## src/rtl/mce_pkg.sv

```systemverilog
`timescale 1ns/1ps
package mce_pkg;
  typedef enum logic [1:0] {
    MC_NONE = 2'd0,
    MC_IMP  = 2'd1,
    MC_PREC = 2'd2
  } mc_kind_e;
endpackage

```

## src/rtl/mce_pend_tbl.sv

```systemverilog
`timescale 1ns/1ps
module mce_pend_tbl #(
  parameter int ID_W = 4
) (
  input  logic            clk,
  input  logic            rst_n,
  input  logic            err_vld,
  input  logic [ID_W-1:0] err_id,
  input  logic            ret_vld,
  input  logic [ID_W-1:0] ret_id,
  input  logic            sq_vld,
  input  logic [ID_W-1:0] sq_id,
  output logic            ret_hit,
  output logic            sq_hit
);
  localparam int DEPTH = 1 << ID_W;

  logic [DEPTH-1:0] valid_q, valid_d;
  logic             tbl_en;

  for (genvar gi = 0; gi < DEPTH; gi++) begin : g_ent
    logic set_e, clr_e;
    always_comb begin
      set_e = err_vld && (err_id == ID_W'(gi));
      clr_e = (ret_vld && (ret_id == ID_W'(gi))) || (sq_vld && (sq_id == ID_W'(gi)));
      valid_d[gi] = clr_e ? 1'b0 : (valid_q[gi] | set_e);
    end
  end

  always_comb begin
    tbl_en  = err_vld | ret_vld | sq_vld;
    ret_hit = ret_vld && (valid_q[ret_id] || (err_vld && (err_id == ret_id)));
    sq_hit  = sq_vld  && (valid_q[sq_id]  || (err_vld && (err_id == sq_id)));
  end

  always_ff @(posedge clk or negedge rst_n) begin
    if (!rst_n)      valid_q <= '0;
    else if (tbl_en) valid_q <= valid_d;
  end

  AST_ERR_RECORDED: assert property (@(posedge clk) disable iff (!rst_n)
    (err_vld && !(ret_vld && ret_id == err_id) && !(sq_vld && sq_id == err_id))
    |=> valid_q[$past(err_id)]);
  AST_SQUASH_CLEARS: assert property (@(posedge clk) disable iff (!rst_n)
    sq_vld |=> !valid_q[$past(sq_id)]);
  AST_RETIRE_CLEARS: assert property (@(posedge clk) disable iff (!rst_n)
    ret_vld |=> !valid_q[$past(ret_id)]);
endmodule

```

## src/rtl/mce_sat_cnt.sv

```systemverilog
`timescale 1ns/1ps
module mce_sat_cnt #(
  parameter int W     = 8,
  parameter int INC_W = 2
) (
  input  logic             clk,
  input  logic             rst_n,
  input  logic             clr,
  input  logic [INC_W-1:0] inc,
  output logic [W-1:0]     cnt
);
  localparam logic [W:0] MAXV = {1'b0, {W{1'b1}}};

  logic [W-1:0] cnt_q, cnt_d;
  logic [W:0]   sum;
  logic         cnt_en;

  always_comb begin
    sum    = {1'b0, cnt_q} + {{(W+1-INC_W){1'b0}}, inc};
    cnt_en = clr | (inc != '0);
    if (clr)             cnt_d = '0;
    else if (sum > MAXV) cnt_d = MAXV[W-1:0];
    else                 cnt_d = sum[W-1:0];
  end

  always_ff @(posedge clk or negedge rst_n) begin
    if (!rst_n)      cnt_q <= '0;
    else if (cnt_en) cnt_q <= cnt_d;
  end

  assign cnt = cnt_q;

  AST_CNT_NO_WRAP: assert property (@(posedge clk) disable iff (!rst_n)
    !clr |=> cnt_q >= $past(cnt_q));
  AST_CNT_CLEAR: assert property (@(posedge clk) disable iff (!rst_n)
    clr |=> cnt_q == '0);
endmodule

```

## src/rtl/mce_req_arb.sv

```systemverilog
`timescale 1ns/1ps
module mce_req_arb
  import mce_pkg::*;
(
  input  logic clk,
  input  logic rst_n,
  input  logic prec_evt,
  input  logic imp_evt,
  output logic mc_req,
  output logic mc_precise
);
  mc_kind_e kind_q, kind_d;
  logic     hold_q, hold_d;
  logic     prec_any;

  always_comb begin
    prec_any = prec_evt | hold_q;
    if (imp_evt) begin
      kind_d = MC_IMP;
      hold_d = prec_any;
    end else if (prec_any) begin
      kind_d = MC_PREC;
      hold_d = 1'b0;
    end else begin
      kind_d = MC_NONE;
      hold_d = 1'b0;
    end
  end

  always_ff @(posedge clk or negedge rst_n) begin
    if (!rst_n) begin
      kind_q <= MC_NONE;
      hold_q <= 1'b0;
    end else begin
      kind_q <= kind_d;
      hold_q <= hold_d;
    end
  end

  assign mc_req     = (kind_q != MC_NONE);
  assign mc_precise = (kind_q == MC_PREC);

  AST_IMP_FIRST: assert property (@(posedge clk) disable iff (!rst_n)
    (imp_evt && prec_evt) |=> (mc_req && !mc_precise && hold_q));
  AST_HELD_DRAINS: assert property (@(posedge clk) disable iff (!rst_n)
    (hold_q && !imp_evt) |=> (mc_req && mc_precise));
endmodule

```

## src/rtl/mce_recorder.sv

```systemverilog
`timescale 1ns/1ps
module mce_recorder #(
  parameter int ID_W  = 4,
  parameter int CNT_W = 8
) (
  input  logic             clk,
  input  logic             rst_n,
  input  logic             cfg_wp_raise,
  input  logic             err_vld,
  input  logic [ID_W-1:0]  err_id,
  input  logic             ret_vld,
  input  logic [ID_W-1:0]  ret_id,
  input  logic             sq_vld,
  input  logic [ID_W-1:0]  sq_id,
  input  logic             sq_mispred,
  input  logic             st_err,
  input  logic             cnt_clr,
  output logic             mc_req,
  output logic             mc_precise,
  output logic [CNT_W-1:0] cnt_precise,
  output logic [CNT_W-1:0] cnt_imprecise
);
  logic       ret_hit, sq_hit;
  logic       prec_evt, wp_raise, imp_evt;
  logic [1:0] imp_inc;

  mce_pend_tbl #(.ID_W(ID_W)) u_tbl (
    .clk(clk), .rst_n(rst_n),
    .err_vld(err_vld), .err_id(err_id),
    .ret_vld(ret_vld), .ret_id(ret_id),
    .sq_vld(sq_vld), .sq_id(sq_id),
    .ret_hit(ret_hit), .sq_hit(sq_hit)
  );

  always_comb begin
    prec_evt = ret_hit;
    wp_raise = sq_hit && sq_mispred && cfg_wp_raise;
    imp_evt  = st_err | wp_raise;
    imp_inc  = {1'b0, st_err} + {1'b0, wp_raise};
  end

  mce_req_arb u_arb (
    .clk(clk), .rst_n(rst_n),
    .prec_evt(prec_evt), .imp_evt(imp_evt),
    .mc_req(mc_req), .mc_precise(mc_precise)
  );

  mce_sat_cnt #(.W(CNT_W), .INC_W(1)) u_cnt_prec (
    .clk(clk), .rst_n(rst_n), .clr(cnt_clr),
    .inc(prec_evt), .cnt(cnt_precise)
  );

  mce_sat_cnt #(.W(CNT_W), .INC_W(2)) u_cnt_imp (
    .clk(clk), .rst_n(rst_n), .clr(cnt_clr),
    .inc(imp_inc), .cnt(cnt_imprecise)
  );

  AST_STORE_IMPRECISE: assert property (@(posedge clk) disable iff (!rst_n)
    st_err |=> (mc_req && !mc_precise));
  AST_PRECISE_FLAG_QUAL: assert property (@(posedge clk) disable iff (!rst_n)
    mc_precise |-> mc_req);
  AST_PLAIN_SQUASH_SILENT: assert property (@(posedge clk) disable iff (!rst_n)
    (sq_vld && !sq_mispred && !st_err && !ret_hit && !mc_req)
    |=> !mc_req);
endmodule

```

## config.mk

```make
export PLATFORM = sky130hd
export DESIGN_NAME = mce_recorder
export DESIGN_NICKNAME = d
export VERILOG_FILES = /design/src/rtl/mce_pkg.sv /design/src/rtl/mce_pend_tbl.sv /design/src/rtl/mce_sat_cnt.sv /design/src/rtl/mce_req_arb.sv /design/src/rtl/mce_recorder.sv
export SDC_FILE = /design/constraint.sdc
export NUM_CORES = 1
export LEC_CHECK = 0
export ABC_CLOCK_PERIOD_IN_PS = 3050
export BUFFER_PORTS_ARGS = -buffer_cell sky130_fd_sc_hd__buf_2
export CAP_MARGIN = 20
export CORE_ASPECT_RATIO = 0.5
export CORE_MARGIN = 3
export CORE_UTILIZATION = 51
export DETAILED_ROUTE_END_ITERATION = 8
export GPL_TIMING_DRIVEN = 0
export HOLD_SLACK_MARGIN = 0.12
export PLACE_DENSITY = 0.86
export SYNTH_ARGS = -nofsm -noshare
export SYNTH_HDL_FRONTEND = slang
export SYNTH_HIERARCHICAL = 1
export SYNTH_SLANG_ARGS = --single-unit
```

## constraint.sdc

```tcl
create_clock -name clk -period 3.05 [get_ports clk]
set_input_delay 0.4575 -clock clk [delete_from_list [all_inputs] [get_ports clk]]
set_output_delay 0.4575 -clock clk [all_outputs]
set_load 0.03 [all_outputs]
```

* After elaboration in Yosys (flattened, before gate mapping)
Index checks and enable logic that the tools add are counted.
** Word-level totals
- Memories kept :: 0
- Latch bits :: 0
- Register bits after elaboration :: 35
- Output and inout bits :: 18
- Bits of input ports :: 21
- Bits in writable memories :: 0
- Memory bits (read-only) :: 0
- Word-level logic and storage cells :: 186
** Cells by class
- $mul :: 0
- Bitwise gates (word level) :: 22
- Reductions and logical operators :: 77
- Shifts and indexed selects :: 0
- Eq/ne operators :: 48
- Div/mod/pow operators :: 0
- Order comparisons :: 4
- Muxes and demuxes :: 27
- Add/sub/neg operators :: 3
** Operators with widths (number)
- 4-bit == test (second input constant) :: 24
- 1-bit logical AND :: 54
- 4-bit by 3-bit == test with 1-bit output (second input constant) :: 12
- 8-bit two-way mux :: 4
- 4-bit by 2-bit == test with 1-bit output (second input constant) :: 6
- 1-bit OR :: 22
- 1-bit two-way mux :: 19
- 9-bit by 8-bit greater-than comparator with 1-bit output (second input constant) :: 2
- 1-bit logical OR :: 18
- 4-bit by 1-bit == test with 1-bit output (second input constant) :: 3
- 4-bit logical NOT :: 3
- 4-bit by 5-bit < comparator with 1-bit output (second input constant) :: 2
- 8-bit by 1-bit adder with 9-bit output :: 1
- 8-bit by 2-bit adder with 9-bit output :: 1
- 1-bit binary-select mux with 4-bit select :: 2
- 4-bit == test :: 2
- 2-bit two-way mux :: 2
- 2-bit nonzero test :: 2
- 1-bit by 1-bit adder with 2-bit output :: 1
- 2-bit == test (second input constant) :: 1

* Depth between registers and ports, before layout
- Depth in word-level cells :: 11
- Depth in mapped cells :: 12
- Depth with buffers taken out :: 11

* Modules after synthesis
Netlist, hierarchy kept.
** By module, submodules not included
- mce_pend_tbl :: sequential area each 400.4 um2, cells each 126, instances 1, area an instance 1228.7 um2
- mce_sat_cnt (u_cnt_imp) :: sequential area each 200.2 um2, cells each 47, instances 1, area an instance 481.7 um2
- mce_sat_cnt (u_cnt_prec) :: sequential area each 200.2 um2, cells each 47, instances 1, area an instance 474.2 um2
- mce_req_arb :: sequential area each 75.1 um2, cells each 7, instances 1, area an instance 105.1 um2
- mce_recorder :: sequential area each 0.0 um2, cells each 6, instances 1, area an instance 43.8 um2

* Least setup slack after synthesis
No wires, ideal clock.
- Path kind :: input port to flip-flop
- From :: in sq_id[1]
- To :: reg u_cnt_imp.cnt_q[6], in the netlist u_cnt_imp/cnt[6]
- Library setup time :: 0.086 ns
- Required time :: 2.964 ns
- Path buffers :: 1
- Stages on the path :: 12
- Path slack :: -0.147 ns
- Data arrival time :: 3.111 ns
- Cells stage by stage :: buf_6 -> mux4_1 -> mux2_2 -> a211oi_2 -> a21oi_1 -> nand3_1 -> ha_1 -> ha_1 -> fa_1 -> o21a_2 -> and4b_1 -> nor3_1
** On the way
- Cells in the longest elaborated chain, start to end :: 11
- Elaborated cells between the ends (all ways) :: 15
- Classes of those cells :: 2 x add/sub; 1 x order compare; 1 x eq/ne; 4 x mux; 1 x bitwise; 6 x reduce/logical
** Ends and longest elaborated chain
- from (decl) :: RTL line mce_recorder.sv:14 : input logic [ID_W-1:0] sq_id,
- 1-bit binary-select mux with 4-bit select or 4-bit == test (tied branches) :: RTL line mce_pend_tbl.sv:33 : sq_hit = sq_vld && (valid_q[sq_id] || (err_vld && (err_id == sq_id)));
- 1-bit two-way mux (not written as such) or 1-bit logical AND (tied branches) :: RTL line mce_pend_tbl.sv:33
- 1-bit logical OR (*) :: RTL line mce_pend_tbl.sv:33
- 1-bit logical AND (*) :: RTL line mce_pend_tbl.sv:33
- named net sq_hit :: RTL line mce_recorder.sv:23 : logic ret_hit, sq_hit;
- 1-bit logical AND (*) (2 in series) :: RTL line mce_recorder.sv:37 : wp_raise = sq_hit && sq_mispred && cfg_wp_raise;
- 1-bit by 1-bit adder with 2-bit output (*) :: RTL line mce_recorder.sv:39 : imp_inc = {1'b0, st_err} + {1'b0, wp_raise};
- named net imp_inc[0] :: RTL line mce_recorder.sv:25 : logic [1:0] imp_inc;
- 8-bit by 2-bit adder with 9-bit output :: RTL line mce_sat_cnt.sv:19 : sum = {1'b0, cnt_q} + {{(W+1-INC_W){1'b0}}, inc};
- 9-bit by 8-bit greater-than comparator with 1-bit output :: RTL line mce_sat_cnt.sv:22 : else if (sum > MAXV) cnt_d = MAXV[W-1:0];
- 8-bit two-way mux :: RTL line mce_sat_cnt.sv:22
- 8-bit two-way mux :: RTL line mce_sat_cnt.sv:21 : if (clr) cnt_d = '0;
- to (signal assigned) :: RTL line mce_sat_cnt.sv:28 : else if (cnt_en) cnt_q <= cnt_d;
- to (decl) :: RTL line mce_sat_cnt.sv:14 : logic [W-1:0] cnt_q, cnt_d;
Mark *: on every way through the listed nets, which the timed path passes. The rest lies on a longest branch. The select of a mux whose other input is x is not followed.
A chain may end at the register's enable or synchronous reset.

* Worst setup path after layout
- From :: reg u_tbl.valid_q[10]
- To :: reg u_cnt_imp.cnt_q[3], in the netlist u_cnt_imp/cnt[3]
** On the way
- Cells in the longest elaborated chain, start to end :: 11
- Elaborated cells between the ends (all ways) :: 13
- Classes of those cells :: 2 x add/sub; 1 x order compare; 4 x mux; 1 x bitwise; 5 x reduce/logical
** Ends and longest elaborated chain
- from (decl) :: RTL line mce_pend_tbl.sv:18 : logic [DEPTH-1:0] valid_q, valid_d;
- from (signal assigned) :: RTL line mce_pend_tbl.sv:38 : else if (tbl_en) valid_q <= valid_d;
- 1-bit binary-select mux with 4-bit select (*) :: RTL line mce_pend_tbl.sv:33
- 1-bit two-way mux (not written as such) (*) :: RTL line mce_pend_tbl.sv:33
- 1-bit logical OR (*) :: RTL line mce_pend_tbl.sv:33
- 1-bit logical AND (*) :: RTL line mce_pend_tbl.sv:33
- named net sq_hit :: RTL line mce_recorder.sv:23
- 1-bit logical AND (*) (2 in series) :: RTL line mce_recorder.sv:37
- 1-bit by 1-bit adder with 2-bit output (*) :: RTL line mce_recorder.sv:39
- named net imp_inc[1] :: RTL line mce_recorder.sv:25
- 8-bit by 2-bit adder with 9-bit output :: RTL line mce_sat_cnt.sv:19
- 9-bit by 8-bit greater-than comparator with 1-bit output :: RTL line mce_sat_cnt.sv:22
- 8-bit two-way mux :: RTL line mce_sat_cnt.sv:22
- 8-bit two-way mux :: RTL line mce_sat_cnt.sv:21
Marked as above.

==> key figures <==
Power and ir drop
  • Cell Pwr Density: 435 mW/mm^2
  • Leak pwr: 1.21 nW
  • Peak VDD IR: 0.000240 V

Logic synthesis
  • Post-synth cell types: 51
  • Post-synth EDFFs: 0
  • Syn_area_per_cell: 10.0 sq um
  • Ys flop type: dfrtp_1
  • Top-count cell post-synth: dfrtp_1
  • Leading area contributor after synthesis: dfrtp_1
  • Post-synthesis sequential area ratio: 37.5%
  • Cell Area, Synth: 0.00233 sq mm
  • Gate Count Post-Synth: 233
  • Top cells by area, synth: dfrtp_1, mux4_2, a21oi_1
  • Yosys Warn Count: 6
  • Synth cell count leaders: dfrtp_1, a21oi_1, nor2_1
  • Top-area cell type share of the netlist area: 37.5%
  • Synthesis-stage register bit count: 35
  • Mapped Nets: 261
  • Async S/R FF share, synth: 100%

Routing
  • DR DRC count: 0
  • 1st-pass router iterations: 5
  • Post-DRT Antenna Nets: 0
  • DR vias/cell: 6.81
  • Vias: 2192
  • Drt total wl: 6.09 mm
  • Iter 0 DRT Violations: 196
  • Wire per inst: 18.9 um

Worst hold path
  • Hold WC Path Type: input pin to asynchronous set/reset pin

Final layout
  • ANT cells: 0
  • Final nets: 297
  • P&R area growth vs syn: 14.6%
  • Layout Cells excl Fill: 322
  • Post-layout util: 64.5%
  • Fraction of layout cells with a size suffix above 1: 25.4%
  • Layout fillers: 325

Place
  • Dpl ws: -0.318 ns
  • DP HPWL: 4.34 mm
  • Port bufs: 29
  • Final GP Congestion: 1.01
  • # placed instances: 316

Global routing
  • Congestion Overflow GR: 0
  • Antenna violations before repair: 0
  • Total GRT Usage: 24.3%
  • First-pass GRT wire length: 10.0 mm
  • Largest net degree at the start of global routing: 36
  • Vias in the first global route: 2112

Worst setup path
  • Buf/Inv on CP: 0
  • CP cell instances: mux4_2 > mux2_4 > a211oi_2 > a21oi_2 > and3_1 > ha_2 > ha_1 > a21o_4 > and2_4 > a311oi_2
  • Crit path launch type: flop
  • Worst Setup Path Type: flop to flop
  • CP max FO: 5
  • Required @ worst endpoint: 3.25 ns
  • Crit end category: flop
  • CP max stage delay: 0.47 ns
  • Crit path arrival time: 3.13 ns
  • Slowest CP cell: mux4_2
  • Family with the most delay on the worst path: compound AO/OA/AOI/OAI gates

Timing
  • Final period util: 96.1%
  • Final period demand of the worst path: 2.93 ns
  • Rel. slew slack: 47.8%
  • Final Max Tran Viols: 0
  • Final Skew: 0.00670 ns
  • Hold Violations, Final: 0
  • Final worst slack: 0.118 ns
  • Fmax: 0.341 GHz
  • Slew at the pin with the worst max-slew slack: 0.783 ns
  • Setup Viol. Count Final: 0
  • RSZ-0062 raised after global routing: no

Clock network
  • Hold_buf cts: 0
  • Post-CTS setup buffer count: 0
  • Max clock buf depth: 2
  • CTS root buffer: clkbuf_8
  • Htree depth: 2
  • Clk Latency, worst-skew pair: 0.29 ns
  • TritonCTS buffer count: 5
  • Clk slew on worst S/H paths: 0.07 ns
  • Clk sinks: 35
  • TritonCTS clock tree: yes

Floorplanning
  • Chip Width: 102 um
  • Starting density of the core: 56.3%
  • Num rows: 16
  • Full die area: 0.00547 sq mm
  • Die height: 53.8 um
  • Core box area: 0.00414 sq mm
  • Num ports: 39

Status
  • Outcome: finished clean

Flow run
  • Max-Cap Viols: 0
-- registers in the layout (all words and copies together) (netlist names) --
name	count
u_arb/hold_q	1
u_cnt_prec/cnt	8
u_cnt_imp/cnt	8
u_arb/kind_q	2
u_tbl/valid_q	16
-- kinds of logic (layout without fill, tap and decap cells) --
logic type,after synthesis,after routing,share of synthesized area [%]
compound gates,73,73,23.0
xor+xnor,6,6,2.25
fa+ha+maj,7,7,4.08
buf+inv,23,58,5.09
flops,35,35,37.5
mux,10,10,9.17
simple gates,79,79,18.9
-- power by group --
group          leakage, nW  internal [mW]  switching (mW)
sequential           0.464          0.516          0.0421
clock               0.0371          0.152           0.160
combinational        0.709          0.133           0.159
total                 1.21          0.801           0.362
-- timing repair --
item                       4_1_cts  5_1_grt
pin swaps                        0        3
setup endpoints to repair        1        7
resized for setup                1        6
-- worst paths after layout --
check	depth (start not counted)	slack, ns	endpoint	startpoint
setup reg to reg	10	0.12	u_cnt_imp/cnt[3]	u_tbl/valid_q[10]
min in group clk	2	0.44	u_cnt_prec/cnt[4]	cnt_clr
max in group asynchronous	1	2.31	u_tbl/valid_q[1]	rst_n
setup / recovery	10	0.12	u_cnt_imp/cnt[3]	u_tbl/valid_q[10]
hold reg to reg	1	0.51	u_arb/kind_q[1]	u_arb/hold_q
hold / removal	1	0.24	u_cnt_imp/cnt[6]	rst_n
-- cells in the final DEF, fill, tap and decap left out, types with 6 or more instances in the layout --
cell,netlist,final
and3_1,11,11
buf_2,1,30
nand3_1,8,7
nor3_1,7,7
a311oi_1,10,9
a21oi_1,22,21
a221oi_1,12,12
dfrtp_1,35,35
inv_1,9,9
xor2_1,6,6
nand2_1,7,7
a31oi_1,6,6
nor2_1,20,20
mux4_2,5,7
-- final cells by class --
cell class	instances	area (sq um)	area share (%)
timing repair buffer	29	145	5.43
multi-input combinational	175	1390	52.1
buffer	13	82.6	3.09
tap	54	67.6	2.53
inverter	10	37.5	1.40
sequential	35	876	32.8
clock buffer	6	72.6	2.71
-- stage by stage --
| step | instance area [sq um] | power [mW] | setup TNS (ns) | hold slack, ns |
|---|---|---|---|---|
| global placement | 2580 | 0.835 | -1.16 | 0.475 |
| finish | 2670 | 1.16 | 0 | 0.240 |
| detailed placement | 2580 | 0.848 | -1.97 | 0.507 |
| global route | 2670 | 1.23 | 0 | 0.296 |
| CTS | 2650 | 1.16 | 0 | 0.261 |
| floorplan | 2360 | 0.762 | 0 | 0.162 |
-- worst register-to-register path, cell delays in order, from the launching register on --
cell and delay, ns:
dfrtp_1 0.40, mux4_2 0.47, mux2_4 0.29, a211oi_2 0.23
a21oi_2 0.11, and3_1 0.18, ha_2 0.21, ha_1 0.32
a21o_4 0.22, and2_4 0.17, a311oi_2 0.24
-- routing by layer --
metal	global-route usage, %	part of all wire [%]	vias up
li1	-	-	978
met2	39.7	45	172
met3	8.02	12	13
met4	10.4	1.5	0
met1	30.1	42	1029
met5	0	0	-
No activity file was read; power rests on OpenSTA's default activity.
